$ cat config.mk
export PLATFORM = sky130hd
export DESIGN_NAME = rx_ring_writer
export DESIGN_NICKNAME = d
export VERILOG_FILES = /design/src/rtl/rxw_pkg.sv /design/src/rtl/rxw_page_step.sv /design/src/rtl/rxw_regs.sv /design/src/rtl/rx_ring_writer.sv
export SDC_FILE = /design/constraint.sdc
export NUM_CORES = 1
export LEC_CHECK = 0
export BUFFER_PORTS_ARGS = -buffer_cell sky130_fd_sc_hd__buf_2
export CORE_MARGIN = 3
export CORE_UTILIZATION = 45
export DETAILED_ROUTE_END_ITERATION = 8
export PLACE_DENSITY = 0.63
export SLEW_MARGIN = 10
export SYNTH_ARGS = -nofsm -noshare
export SYNTH_HDL_FRONTEND = slang
export SYNTH_HIERARCHICAL = 1
export SYNTH_SLANG_ARGS = --single-unit
$ cat constraint.sdc
create_clock -name clk -period 8.03 [get_ports clk]
set_input_delay 0.803 -clock clk [delete_from_list [all_inputs] [get_ports clk]]
set_output_delay 0.803 -clock clk [all_outputs]
set_load 0.01 [all_outputs]
$ cat src/rtl/rxw_pkg.sv
package rxw_pkg;
   typedef enum logic [1:0] {
      ST_IDLE = 2'd0,
      ST_DATA = 2'd1,
      ST_HDR  = 2'd2
   } wr_state_e;

   localparam int HDR_BYTES = 4;

   localparam logic [2:0] RA_START = 3'd0;
   localparam logic [2:0] RA_STOP  = 3'd1;
   localparam logic [2:0] RA_BND   = 3'd2;
   localparam logic [2:0] RA_CURR  = 3'd3;
   localparam logic [2:0] RA_FLAGS = 3'd4;
   localparam logic [2:0] RA_CFG   = 3'd5;

   localparam int FL_RX  = 0;
   localparam int FL_ERR = 2;
   localparam int FL_OVW = 4;
endpackage

$ cat src/rtl/rxw_page_step.sv
module rxw_page_step #(
   parameter int PAGE_W = 8
) (
   input  logic [PAGE_W-1:0] pg,
   input  logic [PAGE_W-1:0] ring_lo,
   input  logic [PAGE_W-1:0] ring_hi,
   output logic [PAGE_W-1:0] pg_next
);
   logic [PAGE_W-1:0] plus1;
   always_comb begin
      plus1   = pg + PAGE_W'(1);
      pg_next = (plus1 == ring_hi) ? ring_lo : plus1;
   end
endmodule

$ cat src/rtl/rxw_regs.sv
module rxw_regs import rxw_pkg::*; #(
   parameter int               PAGE_W    = 8,
   parameter logic [PAGE_W-1:0] RST_START = 1,
   parameter logic [PAGE_W-1:0] RST_STOP  = 'h20
) (
   input  logic              clk,
   input  logic              rst_n,
   input  logic              wr,
   input  logic [2:0]        addr,
   input  logic [7:0]        wdata,
   output logic [7:0]        rdata,
   input  logic              cur_ld,
   input  logic [PAGE_W-1:0] cur_val,
   input  logic              set_rx,
   input  logic              set_err,
   input  logic              set_ovw,
   output logic [PAGE_W-1:0] start_pg,
   output logic [PAGE_W-1:0] stop_pg,
   output logic [PAGE_W-1:0] bnd_pg,
   output logic [PAGE_W-1:0] cur_pg,
   output logic              keep_err,
   output logic [7:0]        flags
);
   logic f_rx, f_err, f_ovw;
   logic clr_hit;

   assign clr_hit = wr && (addr == RA_FLAGS);
   assign flags   = {3'b000, f_ovw, 1'b0, f_err, 1'b0, f_rx};

   always_ff @(posedge clk) begin
      if (!rst_n) begin
         start_pg <= RST_START;
         stop_pg  <= RST_STOP;
         bnd_pg   <= RST_START;
         cur_pg   <= RST_START;
         keep_err <= 1'b0;
         f_rx     <= 1'b0;
         f_err    <= 1'b0;
         f_ovw    <= 1'b0;
      end else begin
         if (wr && addr == RA_START) start_pg <= wdata[PAGE_W-1:0];
         if (wr && addr == RA_STOP)  stop_pg  <= wdata[PAGE_W-1:0];
         if (wr && addr == RA_BND)   bnd_pg   <= wdata[PAGE_W-1:0];
         if (wr && addr == RA_CFG)   keep_err <= wdata[0];
         if (cur_ld)                        cur_pg <= cur_val;
         else if (wr && addr == RA_CURR)    cur_pg <= wdata[PAGE_W-1:0];
         f_rx  <= set_rx  | (f_rx  & ~(clr_hit & wdata[FL_RX]));
         f_err <= set_err | (f_err & ~(clr_hit & wdata[FL_ERR]));
         f_ovw <= set_ovw | (f_ovw & ~(clr_hit & wdata[FL_OVW]));
      end
   end

   always_comb begin
      case (addr)
         RA_START: rdata = 8'(start_pg);
         RA_STOP:  rdata = 8'(stop_pg);
         RA_BND:   rdata = 8'(bnd_pg);
         RA_CURR:  rdata = 8'(cur_pg);
         RA_FLAGS: rdata = flags;
         RA_CFG:   rdata = {7'd0, keep_err};
         default:  rdata = 8'd0;
      endcase
   end
endmodule

$ cat src/rtl/rx_ring_writer.sv
module rx_ring_writer import rxw_pkg::*; #(
   parameter int                PAGE_W    = 8,
   parameter int                OFF_W     = 8,
   parameter logic [PAGE_W-1:0] RST_START = 1,
   parameter logic [PAGE_W-1:0] RST_STOP  = 'h20
) (
   input  logic                    clk,
   input  logic                    rst_n,
   input  logic                    rx_valid,
   input  logic [7:0]              rx_data,
   input  logic                    rx_last,
   input  logic [2:0]              rx_err,
   input  logic                    reg_wr,
   input  logic [2:0]              reg_addr,
   input  logic [7:0]              reg_wdata,
   output logic [7:0]              reg_rdata,
   output logic                    mem_we,
   output logic [PAGE_W+OFF_W-1:0] mem_addr,
   output logic [7:0]              mem_wdata,
   output logic                    irq
);
   localparam int               ADDR_W    = PAGE_W + OFF_W;
   localparam int               CNT_W     = 16;
   localparam logic [OFF_W-1:0] FIRST_OFF = OFF_W'(HDR_BYTES);
   localparam logic [OFF_W-1:0] OFF_LAST  = '1;

   if (PAGE_W < 2 || PAGE_W > 8) begin : g_bad_page
      $error("PAGE_W must be between 2 and 8");
   end
   if (OFF_W < 3) begin : g_bad_off
      $error("OFF_W must leave room for the header");
   end
   if (ADDR_W > CNT_W) begin : g_bad_span
      $error("ring span exceeds the byte count field");
   end

   wr_state_e         st;
   logic [PAGE_W-1:0] wr_pg, h_next;
   logic [OFF_W-1:0]  wr_off;
   logic [CNT_W-1:0]  cnt, cnt_base, cnt_nxt, hdr_cnt;
   logic [1:0]        hidx;
   logic [7:0]        h_stat;
   logic              dropping, h_err;

   logic [PAGE_W-1:0] start_pg, stop_pg, bnd_pg, cur_pg, a_pg, step_pg;
   logic [OFF_W-1:0]  a_off;
   logic              keep_err, idle, take, off_wrap, hit_bnd, was_drop;
   logic              drop_nxt, end_drop, any_err, discard, hdr_done;
   logic              set_rx, set_err, set_ovw;
   logic [7:0]        flags;

   rxw_regs #(.PAGE_W(PAGE_W), .RST_START(RST_START), .RST_STOP(RST_STOP)) u_regs (
      .clk(clk), .rst_n(rst_n), .wr(reg_wr), .addr(reg_addr), .wdata(reg_wdata),
      .rdata(reg_rdata), .cur_ld(hdr_done), .cur_val(h_next), .set_rx(set_rx),
      .set_err(set_err), .set_ovw(set_ovw), .start_pg(start_pg), .stop_pg(stop_pg),
      .bnd_pg(bnd_pg), .cur_pg(cur_pg), .keep_err(keep_err), .flags(flags)
   );

   rxw_page_step #(.PAGE_W(PAGE_W)) u_step (
      .pg(a_pg), .ring_lo(start_pg), .ring_hi(stop_pg), .pg_next(step_pg)
   );

   always_comb begin
      idle     = (st == ST_IDLE);
      a_pg     = idle ? cur_pg : wr_pg;
      a_off    = idle ? FIRST_OFF : wr_off;
      take     = rx_valid && (st != ST_HDR);
      was_drop = !idle && dropping;
      off_wrap = (a_off == OFF_LAST);
      hit_bnd  = (step_pg == bnd_pg);
      drop_nxt = was_drop || (off_wrap && hit_bnd);
      end_drop = was_drop || hit_bnd;
      any_err  = |rx_err;
      discard  = any_err && !keep_err;
      cnt_base = idle ? '0 : cnt;
      cnt_nxt  = cnt_base + CNT_W'(1);
      hdr_cnt  = cnt + CNT_W'(HDR_BYTES);
      hdr_done = (st == ST_HDR) && (hidx == 2'd3);
      set_rx   = hdr_done && !h_err;
      set_err  = (hdr_done && h_err) || (take && rx_last && !end_drop && discard);
      set_ovw  = take && rx_last && end_drop;
      mem_we   = (take && !was_drop) || (st == ST_HDR);
      if (st == ST_HDR) begin
         mem_addr = {cur_pg, OFF_W'(hidx)};
         case (hidx)
            2'd0:    mem_wdata = h_stat;
            2'd1:    mem_wdata = 8'(h_next);
            2'd2:    mem_wdata = hdr_cnt[7:0];
            default: mem_wdata = hdr_cnt[15:8];
         endcase
      end else begin
         mem_addr  = {a_pg, a_off};
         mem_wdata = rx_data;
      end
   end

   assign irq = |flags;

   always_ff @(posedge clk) begin
      if (!rst_n) begin
         st       <= ST_IDLE;
         wr_pg    <= '0;
         wr_off   <= '0;
         cnt      <= '0;
         dropping <= 1'b0;
         hidx     <= 2'd0;
         h_stat   <= 8'd0;
         h_next   <= '0;
         h_err    <= 1'b0;
      end else if (st == ST_HDR) begin
         hidx <= hidx + 2'd1;
         if (hidx == 2'd3) st <= ST_IDLE;
      end else if (take) begin
         cnt      <= cnt_nxt;
         dropping <= drop_nxt;
         wr_off   <= a_off + OFF_W'(1);
         wr_pg    <= off_wrap ? step_pg : a_pg;
         if (!rx_last) begin
            st <= ST_DATA;
         end else if (end_drop || discard) begin
            st <= ST_IDLE;
         end else begin
            st     <= ST_HDR;
            hidx   <= 2'd0;
            h_stat <= {4'd0, rx_err, ~any_err};
            h_next <= step_pg;
            h_err  <= any_err;
         end
      end
   end
endmodule

==> metrics list <==
* Die outline height: 117 um
* Width of the chip: 117 um
- The die covers 13700 sq um.
- On the worst path, the slowest cell contributes a delay of 0.56 ns.
* Total CTS buffers: 9
* Worst path cell trace: nor2_2 -> buf_4 -> mux2_2 -> xnor2_1 -> xor2_1 -> nand4_2 -> nor4_4 -> mux2_2 -> xnor2_1 -> nand4_1 -> o21ai_0 -> o31ai_1 -> o21ai_0 -> a31oi_1
- With fillers left out, the area of the finished cells amounts to 6070 sq um.
* Drt drc: 0
- Layout cell share with drive strength beyond 1: 0.173
- At the worst endpoint, the arrival time is 4.43 ns.
- Final-report setup violation count: 0
* CP Capture Point: u_regs/f_err
- Headroom to the max-slew limit came out at 0.382.
- The first detailed-routing pass ran for 5 iterations.
* Placement Rows: 39
* Cell count after synthesis: 644
- Number of design-rule violations left by the first detailed-router iteration: 365
- After layout, the design draws a total of 0.975 mW.
- Routability cong.: 0.927
* Sinks on the clock net: 86
- The number of max-slew violations in the final report is 0.
- In the post-synthesis netlist, the cell with the most instances is sky130_fd_sc_hd__dfxtp_1.
* CTS tree: yes
- The startpoint identified for the worst register-to-register timing path is st[1].
- R2r endpoint: u_regs/f_err
* Grt total ovfl: 0
* Proportion of synthesized chip area in sequential cells: 0.311
- Critical path data required time: 8.26 ns
- Internal reg-to-reg setup slack: 3.83 ns
- Sum Neg Setup Slack: 0 ns
* Initial antenna violation count: 0
- After layout, the minimum clock period comes to 4.20 ns.
- Per-instance average area after synthesis: 8.60 sq um
- Number of flops mapped to enable cells by yosys: 0
- Worst Setup SP: st[1]
* Number of distinct library cells after synthesis: 70
- Largest net degree at the start of global routing: 83
* H-tree depth reported by CTS: 3
* Commonest cells post-synth: 86 x sky130_fd_sc_hd__dfxtp_1, 85 x sky130_fd_sc_hd__nand2_1, 52 x sky130_fd_sc_hd__mux2i_1, 32 x sky130_fd_sc_hd__xnor2_1, 31 x sky130_fd_sc_hd__a21oi_1
- The clock passes through at most 2 buffers.
- Hold WC Path Type: flop to flop
- Count of yosys warnings during synthesis: 6
- Endpoints failing hold: 0
- Across the routed clock network, the largest skew measured is 0.00678 ns.
- In this run the standard cell core region covers 11700 sq um.
- Clock latency on the worst-skew pair: 0.34 ns
* Path depth of the worst reg2reg path: 14
- In this run the power density over the cells is 161 nW/um^2.
- Clock-pin slew was measured on the worst setup and hold paths at 0.06 ns.
- Post-DP Area: 5780 sq um
* Leading register cell type out of synthesis: sky130_fd_sc_hd__dfxtp_1
* Setup repair after global routing missed its margin: no
- STA classifies the critical path startpoint as a flop.
- The final layout contains routed wiring with a total length of 15500 um.
- The first global-routing pass estimated 24800 um of wire.
- At the pin with the least slew margin, the transition time is 0.925 ns.
- Critical setup path kind: flop to flop
- Global-route total usage across every layer: 0.233
* Seq cells post-synth: 86
* Total I/O pin count: 61
- The tree is rooted in a sky130_fd_sc_hd__clkbuf_16.
* Cell Count, Final, Fillers Out: 818
- Leakage Power: 2.17 nW
- Post-CTS repair timing setup buffer count: 0
- Of the post-synthesis cell area, the dominant cell type holds 0.311.
- The run finished with clean final reports.
- Peak supply drop: 0.0000823 V
- Dividing the detail-routed wire length by the instance count gives 18.9 um.
- Top cell type by total area after synthesis: sky130_fd_sc_hd__dfxtp_1
- Count of input and output buffers: 60
* HPWL after detailed placement: 11500 um
- Period utilization: 0.523
* Netlist area before placement: 5540 sq um
- For this design, the CTS-stage hold fixing added 0 buffers.
- Ratio of routed vias to standard cells: 6.05
- The via count of the first global-routing pass was 4618.
- Detailed routing inserted a total of 4950 vias.
- Based on the critical path, the design can be clocked at up to 238 MHz.
* Instance count after placement with tap cells included: 803
* Antenna-violating nets left: 0
- Kind of capture point of the worst setup path: flop
* Critical path's slowest cell: sky130_fd_sc_hd__nor4_4
- Synth top area cells: sky130_fd_sc_hd__dfxtp_1 31%, sky130_fd_sc_hd__mux2i_1 9.4%, sky130_fd_sc_hd__nand2_1 5.8%
* Initial Utilization: 0.473
- Synthesis-to-layout area growth: 9.51%
- Number of antenna cells inserted: 0
* Max Cap Viol: 0
- Number of cells upsized or downsized after cts: 0
* Nets: 706
- Worst Path Max Fanout: 21
* Fraction of registers with async set/reset: 0
cells by family after synthesis:
family	share of synthesized area
flip-flops	0.311
AND/OR/NAND/NOR	0.222
adder cells (fa/ha/maj)	0.0181
multiplexers	0.157
XOR/XNOR	0.0689
buffers and inverters	0.0678
AO/OA/AOI/OAI	0.155
other	0.000677
worst min-delay path by stage:
stage                     end       from  cells after the start  slack (ns)
finish              h_stat[2]  h_stat[2]                      2        0.48
global route        h_stat[2]  h_stat[2]                      2        0.49
CTS                 h_stat[1]  h_stat[1]                      2        0.48
detailed placement  h_stat[1]  h_stat[1]                      2        0.46
global placement    h_stat[2]  h_stat[2]                      2        0.45
floorplan           h_stat[1]  h_stat[1]                      2        0.43
per-layer routing:
layer / track usage / share of wire / vias to the layer above
li1: - / - / 2362
met2: 0.356 / 0.45 / 166
met3: 0.0494 / 0.070 / 21
met4: 0.0688 / 0.016 / 0
met5: 0 / 0 / -
met1: 0.332 / 0.47 / 2401
report_power, final:
group          switching [mW]  internal [mW]
registers             0.00915          0.435
clock network           0.164          0.248
logic                  0.0718         0.0464
total                   0.245          0.730
worst max-delay path: cells and delay by family (launching register included):
family	cells	cell delay (ns)
AO/OA/AOI/OAI	4	0.66
XOR/XNOR	3	0.67
buffers and inverters	1	0.31
flip-flops	1	0.40
multiplexers	2	0.87
AND/OR/NAND/NOR	4	1.17
metrics by stage:
| step | util | hold WS (ns) | worst slack (ns) |
|---|---|---|---|
| finish | 0.518 | 0.476 | 3.83 |
| global placement | 0.494 | 0.452 | 4.04 |
| detailed placement | 0.494 | 0.463 | 3.85 |
| global route | 0.518 | 0.489 | 3.53 |
| CTS | 0.518 | 0.475 | 3.85 |
| floorplan | - | 0.434 | 4.14 |
cell usage in the layout (no fill, tap or decap), types with 10 or more instances in the layout:
master	instances
sky130_fd_sc_hd__o21ai_0	29
sky130_fd_sc_hd__mux2_2	21
sky130_fd_sc_hd__buf_2	60
sky130_fd_sc_hd__nor4_1	10
sky130_fd_sc_hd__inv_1	19
sky130_fd_sc_hd__nand3_1	25
sky130_fd_sc_hd__nand2_1	85
sky130_fd_sc_hd__nor2_1	21
sky130_fd_sc_hd__nor3_1	12
sky130_fd_sc_hd__mux2i_1	52
sky130_fd_sc_hd__xnor2_1	32
sky130_fd_sc_hd__and2_1	11
sky130_fd_sc_hd__nand4_1	11
sky130_fd_sc_hd__a21oi_1	31
sky130_fd_sc_hd__dfxtp_1	86
sky130_fd_sc_hd__nor2b_1	22
final cells by class:
class | count | area, sq um
clock inverter | 1 | 30.0
inverter | 19 | 71.3
fill | 1152 | 5640
sequential | 86 | 1720
timing repair buffer | 65 | 338
tap | 143 | 179
multi-input combinational | 490 | 3470
clock buffer | 14 | 254
state kept, by name, indices dropped and copies added, names as in the netlist, 4 cells and up:
register and count:
h_stat 4, wr_off 8, cnt 16, u_regs/start_pg 8, wr_pg 8, h_next 8, u_regs/cur_pg 8, u_regs/stop_pg 8
u_regs/bnd_pg 8
(Power assumes the default switching activity.)
